File: config.mk
export PLATFORM = sky130hd
export DESIGN_NAME = dual_merge_buffer
export DESIGN_NICKNAME = d
export VERILOG_FILES = /design/src/rtl/merge_pkg.sv /design/src/rtl/merge_admit.sv /design/src/rtl/merge_ring_ctrl.sv /design/src/rtl/merge_ring_store.sv /design/src/rtl/dual_merge_buffer.sv
export SDC_FILE = /design/constraint.sdc
export NUM_CORES = 1
export LEC_CHECK = 0
export BUFFER_PORTS_ARGS = -buffer_cell sky130_fd_sc_hd__buf_2
export CORE_MARGIN = 5
export CORE_UTILIZATION = 61
export DETAILED_ROUTE_END_ITERATION = 12
export PLACE_DENSITY = 0.89
export SYNTH_ARGS = -nofsm -noshare
export SYNTH_HDL_FRONTEND = slang
export SYNTH_SLANG_ARGS = --single-unit
File: constraint.sdc
create_clock -name clk -period 6.14 [get_ports clk]
set_clock_uncertainty 0.15 [all_clocks]
set_input_delay 0.921 -clock clk [delete_from_list [all_inputs] [get_ports clk]]
set_output_delay 0.921 -clock clk [all_outputs]
set_load 0.005 [all_outputs]
File: src/rtl/merge_pkg.sv
package merge_pkg;

  // Outcome of the admission decision for one clock edge.
  typedef struct packed {
    logic keep_a;   // port A word is written
    logic keep_b;   // port B word is written
    logic lost;     // at least one valid word found no room
  } admit_t;

endpackage

File: src/rtl/merge_admit.sv
// Decides which arriving words fit, given occupancy after the head leaves.
module merge_admit
  import merge_pkg::*;
#(
  parameter int DEPTH = 4,
  parameter int CNT_W = $clog2(DEPTH + 1)
) (
  input  logic [CNT_W-1:0] used_after_pop,
  input  logic             a_valid,
  input  logic             b_valid,
  output admit_t           adm
);

  localparam logic [CNT_W-1:0] CAP = CNT_W'(DEPTH);

  logic [CNT_W-1:0] free_slots;
  logic             room_one;
  logic             room_two;

  always_comb begin
    free_slots = CAP - used_after_pop;
    room_one   = (free_slots != '0);
    room_two   = (free_slots > CNT_W'(1));
  end

  always_comb begin
    adm.keep_a = a_valid && room_one;
    adm.keep_b = b_valid && (adm.keep_a ? room_two : room_one);
    adm.lost   = (a_valid && !adm.keep_a) || (b_valid && !adm.keep_b);
  end

endmodule

File: src/rtl/merge_ring_ctrl.sv
// Read pointer and occupancy for the circular store; derives write slots.
module merge_ring_ctrl #(
  parameter int DEPTH = 4,
  parameter int IDX_W = $clog2(DEPTH),
  parameter int CNT_W = $clog2(DEPTH + 1)
) (
  input  logic             clk,
  input  logic             rst,
  input  logic [1:0]       push_n,
  output logic             pop,
  output logic [IDX_W-1:0] rd_idx,
  output logic [IDX_W-1:0] wr_idx0,
  output logic [IDX_W-1:0] wr_idx1,
  output logic [CNT_W-1:0] count,
  output logic [CNT_W-1:0] used_after_pop
);

  localparam int SUM_W = CNT_W + 1;
  localparam logic [SUM_W-1:0] SPAN = SUM_W'(DEPTH);

  function automatic logic [IDX_W-1:0] wrap_add(input logic [IDX_W-1:0] base,
                                                input logic [CNT_W-1:0] step);
    logic [SUM_W-1:0] raw;
    raw = SUM_W'(base) + SUM_W'(step);
    if (raw >= SPAN) raw = raw - SPAN;
    return raw[IDX_W-1:0];
  endfunction

  logic [IDX_W-1:0] rd_q;
  logic [CNT_W-1:0] cnt_q;

  always_comb begin
    pop            = (cnt_q != '0);
    used_after_pop = cnt_q - CNT_W'(pop);
    rd_idx         = rd_q;
    count          = cnt_q;
    wr_idx0        = wrap_add(rd_q, cnt_q);
    wr_idx1        = wrap_add(wr_idx0, CNT_W'(1));
  end

  always_ff @(posedge clk) begin
    if (rst) begin
      rd_q  <= '0;
      cnt_q <= '0;
    end else begin
      if (pop) rd_q <= wrap_add(rd_q, CNT_W'(1));
      cnt_q <= used_after_pop + CNT_W'(push_n);
    end
  end

endmodule

File: src/rtl/merge_ring_store.sv
// Storage cells with two write ports and one read port.
module merge_ring_store #(
  parameter int DEPTH  = 4,
  parameter int DATA_W = 8,
  parameter int IDX_W  = $clog2(DEPTH)
) (
  input  logic              clk,
  input  logic              we0,
  input  logic [IDX_W-1:0]  idx0,
  input  logic [DATA_W-1:0] d0,
  input  logic              we1,
  input  logic [IDX_W-1:0]  idx1,
  input  logic [DATA_W-1:0] d1,
  input  logic [IDX_W-1:0]  rd_idx,
  output logic [DATA_W-1:0] q
);

  logic [DATA_W-1:0] cells [DEPTH];

  for (genvar g = 0; g < DEPTH; g++) begin : g_cell
    logic [DATA_W-1:0] cell_q;
    always_ff @(posedge clk) begin
      if (we0 && idx0 == IDX_W'(g))      cell_q <= d0;
      else if (we1 && idx1 == IDX_W'(g)) cell_q <= d1;
    end
    assign cells[g] = cell_q;
  end

  always_comb begin
    q = cells[0];
    for (int i = 1; i < DEPTH; i++)
      if (rd_idx == IDX_W'(i)) q = cells[i];
  end

endmodule

File: src/rtl/dual_merge_buffer.sv
module dual_merge_buffer
  import merge_pkg::*;
#(
  parameter int DATA_W = 8,
  parameter int DEPTH  = 4
) (
  input  logic              clk,
  input  logic              rst,
  input  logic              a_valid,
  input  logic [DATA_W-1:0] a_data,
  input  logic              b_valid,
  input  logic [DATA_W-1:0] b_data,
  output logic              out_valid,
  output logic [DATA_W-1:0] out_data,
  output logic              overflow
);

  localparam int IDX_W = (DEPTH > 1) ? $clog2(DEPTH) : 1;
  localparam int CNT_W = $clog2(DEPTH + 1);

  logic             pop;
  logic [IDX_W-1:0] rd_idx, wr_idx0, wr_idx1;
  logic [CNT_W-1:0] count, used_after_pop;
  logic [1:0]       push_n;
  admit_t           adm;
  logic             we0, we1;
  logic [DATA_W-1:0] d0;
  logic             ovf_q;

  merge_ring_ctrl #(.DEPTH(DEPTH), .IDX_W(IDX_W), .CNT_W(CNT_W)) ctrl_i (
    .clk(clk), .rst(rst), .push_n(push_n), .pop(pop),
    .rd_idx(rd_idx), .wr_idx0(wr_idx0), .wr_idx1(wr_idx1),
    .count(count), .used_after_pop(used_after_pop)
  );

  merge_admit #(.DEPTH(DEPTH), .CNT_W(CNT_W)) admit_i (
    .used_after_pop(used_after_pop), .a_valid(a_valid), .b_valid(b_valid),
    .adm(adm)
  );

  // Slot 0 takes A when admitted, otherwise B; slot 1 takes B behind A.
  always_comb begin
    we0    = adm.keep_a || adm.keep_b;
    d0     = adm.keep_a ? a_data : b_data;
    we1    = adm.keep_a && adm.keep_b;
    push_n = {1'b0, adm.keep_a} + {1'b0, adm.keep_b};
  end

  merge_ring_store #(.DEPTH(DEPTH), .DATA_W(DATA_W), .IDX_W(IDX_W)) store_i (
    .clk(clk),
    .we0(we0), .idx0(wr_idx0), .d0(d0),
    .we1(we1), .idx1(wr_idx1), .d1(b_data),
    .rd_idx(rd_idx), .q(out_data)
  );

  always_ff @(posedge clk) begin
    if (rst)          ovf_q <= 1'b0;
    else if (adm.lost) ovf_q <= 1'b1;
  end

  assign out_valid = pop;
  assign overflow  = ovf_q;

endmodule

# Word level (Yosys, flattened, before mapping)
# Index checks and enable logic that the tools add are counted.
[word_totals]
input_bits = 20
memories = 0
wordCells = 71
ff_bits = 38
latch_bits = 0
rom_bits = 0
output_inout_bits = 10
mem_bits_rw = 0
[op_classes]
shifts = 0
reduce_logical = 25
mul = 0
magnitude_cmp = 4
bitwise = 0
eq_ne = 9
n_addsub = 10
muxes = 16
div_mod_pow = 0
[op_table]
columns = ["op", "count"]
rows = [
  ["$mux W8", 12],
  ["$logic_and A1 B1 Y1", 13],
  ["$eq A2 B2 Y1 const B", 6],
  ["$reduce_bool A2 Y1", 4],
  ["$add A2 B1 Y3 const B", 2],
  ["$eq A2 B1 Y1 const B", 3],
  ["$ge A3 B3 Y1 const B", 2],
  ["$mux W2", 3],
  ["$reduce_bool A3 Y1", 2],
  ["$sub A2 B1 Y2 const B", 3],
  ["$add A2 B3 Y4", 1],
  ["$ge A4 B3 Y1 const B", 1],
  ["$logic_not A2 Y1", 2],
  ["$add A3 B2 Y3", 1],
  ["$gt A3 B1 Y1 const B", 1],
  ["$sub A3 B1 Y3", 1],
  ["$sub A3 B3 Y3 const A", 1],
  ["$add A1 B1 Y2", 1],
  ["$logic_not A1 Y1", 2],
  ["$logic_or A1 B1 Y1", 2],
  ["$mux W1", 1],
]

# Logic depth before layout (Yosys ltp)
[depth]
ltp_word = 11
ltp_mapped = 15

# By module
# A second synthesis with hierarchy kept.
[unflattened]
cells_unflattened = 147
area_unflattened_um2 = 2245.9
[modules_own_cells]
columns = ["mod", "cells_per_inst", "n_inst", "area_each_um2", "seq_area_each_um2"]
rows = [
  ["merge_ring_store", 85, 1, 1597.8, 960.9],
  ["merge_ring_ctrl", 32, 1, 339.1, 100.1],
  ["dual_merge_buffer", 16, 1, 197.7, 20.0],
  ["merge_admit", 14, 1, 111.4, 0.0],
]

# Worst setup path before layout
# Ideal clock, no wire load.
[synth_timing]
path_kind = "register -> register"
from = "register ctrl_i.cnt_q[1] (netlist: ctrl_i.count[1])"
to = "register store_i.g_cell[1].cell_q[0], enable pin"
arrival_ns = 2.705
path_buffers = 1
t_required_ns = 5.620
path_stages_with_launch = 12
setup_slack_ns = 2.915
period_less_slack_ns = 3.225
setup_ns = 0.370
path_cell_list = "dfxtp_1 or3_2 clkbuf_1 ha_1 ha_1 inv_1 nor2_1 ha_1 nand3b_1 o21ai_0 a31oi_1 nor2_1"
[synth_via]
elab_chain_len = 10
word_cells_on_any_way = 23
classes_between = "6 x add/sub; 3 x order compare; 2 x eq/ne; 3 x mux; 9 x reduce/logical"
[synth_lines]
columns = ["item", "line_no", "rtl"]
rows = [
  ["from (decl)", "merge_ring_ctrl.sv:30", "logic [CNT_W-1:0] cnt_q;"],
  ["from (signal assigned)", "merge_ring_ctrl.sv:47", "cnt_q <= used_after_pop + CNT_W'(push_n);"],
  ["$reduce_bool A3 Y1 *", "merge_ring_ctrl.sv:33", "pop = (cnt_q != '0);"],
  ["via out_valid", "dual_merge_buffer.sv:13", "output logic out_valid,"],
  ["$sub A3 B1 Y3 *", "merge_ring_ctrl.sv:34", "used_after_pop = cnt_q - CNT_W'(pop);"],
  ["$sub A3 B3 Y3 *", "merge_admit.sv:21", "free_slots = CAP - used_after_pop;"],
  ["parallel branches: the longest is 6 deep, another holds $gt A3 B1 Y1", "n/a", ""],
  ["$reduce_bool A2 Y1 (no line) *", "n/a", ""],
  ["to (signal assigned)", "merge_ring_store.sv:23", "if (we0 && idx0 == IDX_W'(g)) cell_q <= d0;"],
  ["to (signal assigned)", "merge_ring_store.sv:24", "else if (we1 && idx1 == IDX_W'(g)) cell_q <= d1;"],
  ["to (decl)", "merge_ring_store.sv:21", "logic [DATA_W-1:0] cell_q;"],
]
# Mark *: on every way through the listed nets, which the timed path passes.
# A chain may end at the register's enable or synchronous reset.

# Worst setup path in the final report
[layout_timing]
from = "register ctrl_i.cnt_q[1] (netlist: ctrl_i.count[1])"
to = "register store_i.g_cell[1].cell_q[2], enable pin"
[layout_via]
elab_chain_len = 10
word_cells_on_any_way = 23
classes_between = "6 x add/sub; 3 x order compare; 2 x eq/ne; 3 x mux; 9 x reduce/logical"
[layout_lines]
columns = ["item"]
rows = [
  ["parallel branches: the longest is 9 deep, another holds $add A2 B3 Y4"],
  ["$reduce_bool A2 Y1 (no line) *"],
]
# Mark *: on every way between the ends.

==> results.tsv <==
metric	value	unit
status	finished clean	
syn2layout_area_growth	11.9	%
synth_area_leaders	edfxtp_1 (43%), mux2_4 (11%), mux2_2 (8.1%), dfxtp_1 (5.4%), ha_1 (5.1%)	
r2r_cells	10	
cp-end-kind	flop	
fmax	0.284	GHz
io_buffers	29	
ys_seq_area_share	48.7	%
antenna_found_initial	0	
drv_slew	0	
cts_tree	built	
finalSetupViolations	0	
hold_depth	3	
setup_tns	0	ns
r2r-start	ctrl_i.count[1]	
r2r-end	store_i.g_cell[1].cell_q[2]	
crit_required	5.91	ns
seqPwrFrac	33.6	%
dp_hpwl	2780	um
multi_input_area	1080	um^2
synth.most_common_cell	edfxtp_1	
maxCapViolations	0	
synth_top_flop_cell	edfxtp_1	
gp_congestion	0.854	
nNetsFinal	237	
power_frac_comb	55.9	%
rsz0062_at_grt	no	
dp_slack	2.61	ns
leakagePower	1.03	nW
clock_sinks	38	
holdWs	0.403	ns
final_util	68.9	%
arrival	3.29	ns
relSlewSlack	50.3	%
row_count	22	
swShare	39.8	%
rrSetupSlack	2.62	ns
seqCellArea	1080	um^2
p_switching	0.623	mW
yosys-top-cells-count	edfxtp_1 (32), nor2_1 (19), mux2_2 (16), mux2_4 (16), nand2_1 (13)	
whs_endpoint	overflow	
htreeDepth	2	
cts_root_buffer	clkbuf_8	
drt_iter0_markers	113	
core-area	3610	um^2
irDropWorstVdd	0.000642	V
initial_core_util	61.6	%
cts_resized	0	
die_y	70.3	um
cts_hold_buffers	0	
grt-ovfl-total	0	
remaining_drc_errors	0	
vias	1399	
synth.net_count	207	
period_minus_slack	3.52	ns
wl	3970	um
synth_warnings	0	
hold_path.startpoint	overflow	
hold_viol	0	
firstDrtPassIters	4	
fillers	267	
synth-edff-count	32	
io-pin-count	30	
grt_pass1_vias	1456	
cts_buffers	5	
power	1.57	mW
viasPerCell	5.46	
diodes	0	
dieArea	4940	um^2
syn_area_per_cell	12.5	um^2
synth_seq_cells	38	
async_flop_share	0	%
synth_top_area_share	43.3	%
startpoint_type	flop	
synth_cells	177	
crit_fanout	8	
fin_crit_sh	57.3	%
intPower	0.942	mW
crit_type	flop to flop	
grt_pass1_wl	6660	um
final_antenna_net_count	0	
powerDensity	630	nW/um^2
ys_types	31	
synth_top_cell_by_area	edfxtp_1	
clk_latency	0.29	ns
netlist_area	2220	um^2
hp-class	flop to flop	
cts_buffer_depth	2	
fin_ws	2.62	ns
cp-startpoint	ctrl_i.count[1]	
grt_max_degree	17	
fp.dieW	70.3	um
drive_gt1_share	36.5	%
tightest_slew	0.743	ns
track_usage	17.5	%
clkTransAtPathRegs	0.07	ns
post_cts_buffers	0	
power_frac_clock	10.5	%
wl_per_cell	15.5	um
## cells in the final DEF, fill, tap and decap left out, types with 2 or more instances in the layout
master	instances
mux2i_1	8
clkbuf_8	5
xnor2_1	2
dfxtp_1	6
nor2_4	2
nand2_4	2
ha_1	9
nand2_1	13
nor3_4	2
inv_1	9
mux2_2	16
a21oi_1	9
mux2_4	16
nand3_1	4
nand2b_1	2
buf_2	29
o21ai_0	9
nor2_1	19
edfxtp_1	32
## critical path, cell delays in order, from the launching register on
cell and delay [ns]:
dfxtp_1 0.35, or3_2 0.55, ha_1 0.21, ha_1 0.27, inv_1 0.09, nor2_1 0.06
ha_1 0.31, nand3b_1 0.33, o21ai_0 0.14, a31oi_1 0.08, nor2_1 0.59
## registers in the layout, summed over array words and instances (netlist names)
register / count
ctrl_i.count: 3
ctrl_i.rd_idx: 2
overflow: 1
store_i.g_cell.cell_q: 32
## per-layer routing
layer / GRT usage [%] / part of all wire (%) / wire [um] / vias up
met5: 0 / 0 / 0 / -
met4: 7.87 / 2.0 / 78 / 0
met3: 4.89 / 6.2 / 248 / 9
met2: 27.7 / 48 / 1910 / 38
met1: 22.4 / 44 / 1740 / 657
li1: - / - / - / 695
## power groups by stage
| stage | registers (mW) | clock network (mW) | logic, mW |
|---|---|---|---|
| final | 0.527 | 0.164 | 0.875 |
| after global routing | 0.538 | 0.174 | 0.966 |
| after CTS | 0.528 | 0.166 | 0.881 |
| after detailed placement | 0.534 | 0 | 0.877 |
| after global placement | 0.529 | 0 | 0.848 |
| after floorplan | 0.517 | 0 | 0.665 |
## worst max path at each step
| stage | to | depth (start not counted) |
|---|---|---|
| 2_1_floorplan | store_i.g_cell[1].cell_q[0] | 11 |
| 3_3_place_gp | store_i.g_cell[1].cell_q[4] | 10 |
| 3_5_place_dp | store_i.g_cell[1].cell_q[4] | 10 |
| 4_1_cts | store_i.g_cell[1].cell_q[2] | 10 |
| 5_1_grt | store_i.g_cell[1].cell_q[2] | 10 |
| 6_report | store_i.g_cell[1].cell_q[2] | 10 |
## final cells by class
type	instances	area share, %
clock buffer	5	2.77
tap	48	2.42
clock inverter	3	0.655
inverter	9	1.36
multi-input combinational	124	43.4
sequential	38	43.5
timing repair buffer	29	5.84
## metrics by stage
| step | cell area (um^2) | cells |
|---|---|---|
| floorplan | 2220 | 177 |
| global placement | 2400 | 248 |
| detailed placement | 2400 | 248 |
| CTS | 2480 | 256 |
| global route | 2480 | 256 |
| finish | 2480 | 256 |
## cells by family (layout without fill, tap and decap cells)
kind of cell               count (synthesis)  after routing  share of synthesized area, %
AOI/OAI and AO/OA                         22             22                          5.41
xor gates and xnor gates                   5              5                          3.33
adders and majority gates                 10             10                          5.98
buffers and inverters                     15             46                          2.71
DFF                                       38             38                          48.7
muxes                                     40             40                          22.5
and+or+nand+nor                           47             47                          11.3
Note: power is estimated with default switching activity, not from simulation.
